$ cat src/rtl/tlbx_pkg.sv
package tlbx_pkg;
    localparam int VA_W   = 48;
    localparam int PA_W   = 48;
    localparam int OFF_W  = 12;
    localparam int PPN_W  = PA_W - OFF_W;
    localparam int PLV_W  = 2;
    localparam int EXP_W  = 5;
    localparam int HALF_W = PPN_W + PLV_W + 5;

    typedef enum logic [1:0] {
        ACC_FETCH = 2'd0,
        ACC_LOAD  = 2'd1,
        ACC_STORE = 2'd2,
        ACC_OTHER = 2'd3
    } acc_e;

    typedef enum logic [2:0] {
        RC_OK      = 3'd0,
        RC_INVALID = 3'd1,
        RC_NOEXEC  = 3'd2,
        RC_NOREAD  = 3'd3,
        RC_PRIV    = 3'd4,
        RC_CLEAN   = 3'd5
    } rc_e;

    typedef struct packed {
        logic             valid;
        logic             dirty;
        logic [PLV_W-1:0] lvl;
        logic             no_exec;
        logic             no_read;
        logic             strict;
        logic [PPN_W-1:0] ppn;
    } half_t;

    typedef struct packed {
        logic [PA_W-1:0] pa;
        rc_e             code;
    } res_t;
endpackage

$ cat src/rtl/tlbx_half_sel.sv
module tlbx_half_sel
    import tlbx_pkg::*;
(
    input  logic [VA_W-1:0]   va,
    input  logic [EXP_W-1:0]  pg_exp,
    input  logic [HALF_W-1:0] even_raw,
    input  logic [HALF_W-1:0] odd_raw,
    output half_t             sel
);
    logic odd_pick;

    always_comb begin
        odd_pick = va[pg_exp];
        sel      = odd_pick ? half_t'(odd_raw) : half_t'(even_raw);
    end
endmodule

$ cat src/rtl/tlbx_perm_chk.sv
module tlbx_perm_chk
    import tlbx_pkg::*;
(
    input  half_t            h,
    input  acc_e             acc,
    input  logic [PLV_W-1:0] cur_plv,
    output rc_e              code
);
    logic lvl_bad;

    always_comb begin
        lvl_bad = h.strict ? (cur_plv != h.lvl) : (cur_plv > h.lvl);
        if (!h.valid)
            code = RC_INVALID;
        else if (acc == ACC_FETCH && h.no_exec)
            code = RC_NOEXEC;
        else if (acc == ACC_LOAD && h.no_read)
            code = RC_NOREAD;
        else if (lvl_bad)
            code = RC_PRIV;
        else if (acc == ACC_STORE && !h.dirty)
            code = RC_CLEAN;
        else
            code = RC_OK;
    end
endmodule

$ cat src/rtl/tlbx_addr_form.sv
module tlbx_addr_form
    import tlbx_pkg::*;
(
    input  logic [VA_W-1:0]  va,
    input  logic [EXP_W-1:0] pg_exp,
    input  logic [PPN_W-1:0] ppn,
    output logic [PA_W-1:0]  pa
);
    logic [EXP_W-1:0] sw_bits;
    logic [PPN_W-1:0] ppn_keep;
    logic [PA_W-1:0]  off_mask;
    logic [PA_W-1:0]  va_pa;

    always_comb begin
        sw_bits  = pg_exp - EXP_W'(OFF_W);
        ppn_keep = ~((PPN_W'(1) << sw_bits) - PPN_W'(1));
        off_mask = (PA_W'(1) << pg_exp) - PA_W'(1);
        va_pa    = PA_W'(va);
        pa       = {ppn & ppn_keep, {OFF_W{1'b0}}} | (va_pa & off_mask);
    end
endmodule

$ cat src/rtl/tlb_pair_xlate.sv
module tlb_pair_xlate
    import tlbx_pkg::*;
#(
    parameter bit REG_OUT = 1'b1
) (
    input  logic              clk_i,
    input  logic              rst_ni,
    input  logic [VA_W-1:0]   va_i,
    input  logic [1:0]        acc_i,
    input  logic [PLV_W-1:0]  cur_plv_i,
    input  logic [EXP_W-1:0]  pg_exp_i,
    input  logic [HALF_W-1:0] even_i,
    input  logic [HALF_W-1:0] odd_i,
    output logic [PA_W-1:0]   pa_o,
    output logic [2:0]        code_o
);
    localparam res_t RES_RST = '{pa: '0, code: RC_INVALID};

    half_t           half_sel;
    rc_e             chk_code;
    logic [PA_W-1:0] raw_pa;
    res_t            res_d;
    res_t            res_q;

    tlbx_half_sel u_sel (
        .va       (va_i),
        .pg_exp   (pg_exp_i),
        .even_raw (even_i),
        .odd_raw  (odd_i),
        .sel      (half_sel)
    );

    tlbx_perm_chk u_chk (
        .h       (half_sel),
        .acc     (acc_e'(acc_i)),
        .cur_plv (cur_plv_i),
        .code    (chk_code)
    );

    tlbx_addr_form u_addr (
        .va     (va_i),
        .pg_exp (pg_exp_i),
        .ppn    (half_sel.ppn),
        .pa     (raw_pa)
    );

    always_comb begin
        res_d      = RES_RST;
        res_d.code = chk_code;
        res_d.pa   = (chk_code == RC_OK) ? raw_pa : '0;
    end

    generate
        if (REG_OUT) begin : g_reg
            always_ff @(posedge clk_i) begin
                if (!rst_ni)
                    res_q <= RES_RST;
                else
                    res_q <= res_d;
            end
        end else begin : g_comb
            always_comb res_q = res_d;
        end
    endgenerate

    assign pa_o   = res_q.pa;
    assign code_o = res_q.code;
endmodule

$ cat config.mk
export PLATFORM = sky130hd
export DESIGN_NAME = tlb_pair_xlate
export DESIGN_NICKNAME = d
export VERILOG_FILES = /design/src/rtl/tlbx_pkg.sv /design/src/rtl/tlbx_half_sel.sv /design/src/rtl/tlbx_perm_chk.sv /design/src/rtl/tlbx_addr_form.sv /design/src/rtl/tlb_pair_xlate.sv
export SDC_FILE = /design/constraint.sdc
export NUM_CORES = 1
export LEC_CHECK = 0
export ABC_AREA = 1
export CAP_MARGIN = 20
export CORE_MARGIN = 8
export CORE_UTILIZATION = 40
export DETAILED_ROUTE_END_ITERATION = 7
export PLACE_DENSITY = 0.78
export SLEW_MARGIN = 25
export SYNTH_ARGS = -nofsm -noshare
export SYNTH_HDL_FRONTEND = slang
export SYNTH_HIERARCHICAL = 1
export SYNTH_SLANG_ARGS = --single-unit
$ cat constraint.sdc
create_clock -name clk_i -period 2.8 [get_ports clk_i]
set_input_delay 0.42 -clock clk_i [delete_from_list [all_inputs] [get_ports clk_i]]
set_output_delay 0.42 -clock clk_i [all_outputs]
set_load 0.02 [all_outputs]
# Word-level counts from Yosys, hierarchy flattened
# Cells that the tools add are included.
[word_totals]
reg_bits = 51
inputBits = 145
out_inout_bits = 51
word_cells = 32
[classes]
n_addsub = 3
magnitude_cmp = 2
eq_ne = 3
shift = 2
muxes = 9
bitwise = 4
n_reduce_logical = 7
[ops]
columns = ["op", "count"]
rows = [
  ["$and 48x48->48", 1],
  ["$or 48x48->48", 1],
  ["$shl 1x5->48 const A", 1],
  ["$sub 48x2->48 const B", 1],
  ["$mux 43", 1],
  ["$and 36x36->36", 1],
  ["$not 36->36", 1],
  ["$shl 1x5->36 const A", 1],
  ["$sub 36x2->36 const B", 1],
  ["$mux 3", 5],
  ["$lt 5x7->1 const B", 1],
  ["$bmux 1 s5", 1],
  ["$sub 5x4->5 const B", 1],
  ["$logic_and 1x1->1", 3],
  ["$logic_not 3->1", 1],
  ["$eq 2x1->1 const B", 1],
  ["$eq 2x2->1 const B", 1],
  ["$gt 2x2->1", 1],
  ["$logic_not 2->1", 1],
  ["$mux 1", 2],
  ["$ne 2x2->1", 1],
  ["$reduce_and 2->1", 1],
  ["$logic_not 1->1", 1],
]

# Depth between registers and ports, before layout
[logic_depth]
word_depth = 12
mapped_depth = 25
mapped_depth_nobuf = 20

# Modules after synthesis
# The synthesis kept the hierarchy.
[modules_own_cells]
columns = ["module", "n_inst", "cells_per_inst", "area_each_um2", "seq_area_each_um2"]
rows = [
  ["tlbx_addr_form", 1, 461, 2145.8, 0.0],
  ["tlb_pair_xlate", 1, 161, 1626.6, 1021.0],
  ["tlbx_half_sel", 1, 217, 1013.5, 0.0],
  ["tlbx_perm_chk", 1, 23, 130.1, 0.0],
]

# Least setup slack after synthesis
# OpenSTA, ideal clock, no wires.
[synth_path]
path_type = "input to register"
start = "in pg_exp_i[0]"
end = "reg res_q, in the netlist pa_o[25]"
setup_time_ns = 0.114
t_arrival_ns = 2.644
t_required_ns = 2.686
path_slack_ns = 0.042
path_stages = 24
path_buffers = 5
cell_sequence = "buf_4 > buf_4 > nand2_1 > nand3_1 > nand3_1 > nand2_1 > nand2_1 > nand3_2 > nand2_4 > buf_6 > nand2_1 > nand2_1 > inv_1 > ha_1 > nand2_1 > nand2_1 > nand2_1 > nand2_1 > nand3_1 > nor2_4 > nand2_2 > buf_6 > buf_8 > nor2_4"
[synth_lines]
columns = ["item", "line", "text"]
rows = [
  ["from (decl)", "tlb_pair_xlate.sv:11", "input logic [EXP_W-1:0] pg_exp_i,"],
  ["to (signal assigned)", "tlb_pair_xlate.sv:59", "res_q <= res_d;"],
  ["to (decl)", "tlb_pair_xlate.sv:23", "res_t res_q;"],
]

==> metrics.txt <==
status complete, no violations; Layout Nets 1,335; endpoints failing hold 0; final slew viol count 0; class of the worst hold path input pin to flip-flop; routed wire length 20,500 microns; # IOs 196; Avg Cell Area, Syn 5.70 sq um; CTS max path bufs 2; crit-path most repeated cell nand2_1; Critical Path Start pg_exp_i[2]; clock sink total 51; ratio of cells with drive above 1 in the final layout 0.223; total power divided by cell area 355 nW/um^2; Worst Path Arrival 2.98 ns; register area share after synthesis 0.208; Synth Instances 862; final setup fails 0; P_leak 4.43 nW; Int Power 1.86 mW; Initial Util 0.409; Cell Area, Placed 7930 sq um; Seq cells post-synth 51; CTS tree done; Buf+Inv Stages, Crit Path 5; maxcap violations 0; Mapped Area 4920 sq um; hold endpoint code_o[2]; Die X 127 microns; Port-buffer cells 187; Yosys cell types 39; slowest stage cell, crit path clkdlybuf4s50_1; cell depth of the worst setup path 20; HPWL Detailed 16,700 microns; routed len/inst 15.4 microns; Hold Crit Start rst_ni; htree depth 2; Final Cell Area 8310 sq um; fin crit share 0.984; WHS Path Cells 3; ANT nets after route 0; Critical Path RT 3.03 ns; ant diodes 0; Area Growth Syn to Fin 69.1%; Post-Syn Nets 1,012; GRT Overall Usage 0.240; die height 127 microns; WS Path Type input pin to flip-flop; CP Cell Sequence clkdlybuf4s50_1, buf_6, buf_6, nand3_1, nand2_1, nand2_2, nand3_4, nand2_4, buf_12, nand2_1, nand2_1, ha_1, nand2_1, nand2_2, nand2_2, nand3_2, nor2_4, nand2_8, clkbuf_16, nor2_1; Num CTS Buffers 5; largest net degree at the start of global routing 36; CP max FO 7; critical path capture point type flip-flop; vias in the first global route 6,367; total congestion overflow 0; clk slew on worst S/H paths 0.07 ns; # rows 40; Vias/cell 4.98; Net Sw Power 1.09 mW; Startpoint Class input pin; CP delay by family, top simple AND/OR/NAND/NOR gates; Final GP Congestion 0.960; area of the die 16,100 sq um; first-pass detailed-route iteration total 5; global-route wire length before repair 31,500 microns; worst-margin pin slew 0.434 ns; Achievable Freq 0.363 GHz; fin cells 1,333; Hold Buf Count CTS 0; Reg power frac 0.264; number of remaining DRC errors 0; Fillers 1,095; root buf cell clkbuf_16; Ys Warns 6; Final min period 2.76 ns; initial antenna violation count 0; crit-path max cell delay 0.47 ns; sw frac 0.369; combinational power share 0.494; drt initial violations 606; peak supply drop 0.273 mV; Inst Count DP 1,317; clock network fraction of total power 0.242; Relative slew margins 0.708; Tot Pwr 2.95 mW; routed vias 6,645; Core Area 12,000 sq um
[layout make-up]
class,count,area [sq um],share of cell area
clock inverters,3,46.3,0.00557
multi-input cells,658,3270,0.394
flip-flops and latches,51,1020,0.123
clock buffers,5,125,0.0151
inverters,118,448,0.0539
repair buffers,351,3210,0.387
well taps,147,184,0.0221
[timing repair]
item | CTS | global route
buffers inserted | 0 | 4
pin swaps | 0 | 12
resized for setup | 2 | 26
gates cloned | 0 | 4
setup endpoints to repair | 48 | 48
[metal layers]
metal / global-route usage / share of wire
met3: 0.0356 / 0.078
met5: 0 / 0
met1: 0.286 / 0.40
met2: 0.433 / 0.49
met4: 0.0735 / 0.027
[per-stage QoR]
stage	TNS [ns]	worst slack [ns]	utilization	hold WS [ns]
floorplan	0	0.0419	-	0.513
global placement	-19.81	-0.421	0.660	1.04
detailed placement	-22.20	-0.493	0.660	1.04
CTS	0	0.0481	0.674	0.735
global route	-3.46	-0.0931	0.692	0.766
finish	0	0.0447	0.692	0.734
[power by group through the flow]
| stage | sequential [mW] | combinational, mW | clock [mW] |
|---|---|---|---|
| after global placement | 0.796 | 1.34 | 0 |
| after CTS | 0.779 | 1.36 | 0.727 |
| after floorplan | 0.852 | 0.699 | 0 |
| after detailed placement | 0.796 | 1.36 | 0 |
| final | 0.779 | 1.46 | 0.716 |
| after global routing | 0.783 | 1.59 | 0.760 |
[cell usage after synthesis (all sizes together)]
| cell | instances | area [sq um] |
|---|---|---|
| nor3b | 1 | 7.51 |
| and3b | 1 | 8.76 |
| nand4 | 14 | 87.6 |
| a21oi | 9 | 52.6 |
| a31oi | 2 | 12.5 |
| nand3 | 152 | 813 |
| o21ai | 17 | 85.1 |
| nor4 | 1 | 6.26 |
| a22o | 3 | 26.3 |
| nand3b | 2 | 15.0 |
| dfxtp | 51 | 1020 |
| nor2 | 125 | 684 |
| clkbuf | 5 | 18.8 |
| ha | 5 | 62.6 |
| and2 | 1 | 6.26 |
| or2 | 1 | 6.26 |
| a21boi | 2 | 15.0 |
| o31ai | 1 | 7.51 |
| xnor2 | 2 | 17.5 |
| inv | 118 | 448 |
| o21bai | 3 | 22.5 |
| buf | 30 | 236 |
| nand2 | 311 | 1230 |
| nor3 | 5 | 25.0 |
[flip-flops by register name, summed over array words and instances, names as in the netlist]
| register | count |
|---|---|
| pa_o | 48 |
| code_o | 3 |
[placed cells by master (no fill, tap or decap), types with 7 or more instances in the layout]
| master | n |
|---|---|
| a21oi_1 | 7 |
| buf_4 | 152 |
| clkbuf_16 | 8 |
| clkdlybuf4s50_1 | 185 |
| dfxtp_1 | 51 |
| inv_1 | 105 |
| inv_2 | 11 |
| nand2_1 | 287 |
| nand2_2 | 20 |
| nand3_1 | 142 |
| nand3_2 | 7 |
| nand4_1 | 14 |
| nor2_1 | 85 |
| nor2_2 | 15 |
| nor2_4 | 25 |
| o21ai_0 | 14 |
[worst max path at each step]
stage | end
finish | pa_o[11]
global route | pa_o[29]
detailed placement | pa_o[6]
CTS | pa_o[11]
floorplan | pa_o[25]
global placement | pa_o[46]
[logic make-up after synthesis]
family,count (synthesis),synth area share
and+or+nand+nor,614,0.588
buffers and inverters,153,0.143
DFF,51,0.208
AOI/OAI and AO/OA,37,0.0451
adders and majority gates,5,0.0127
xor gates and xnor gates,2,0.00356
Note: power is estimated with default switching activity, not from simulation.
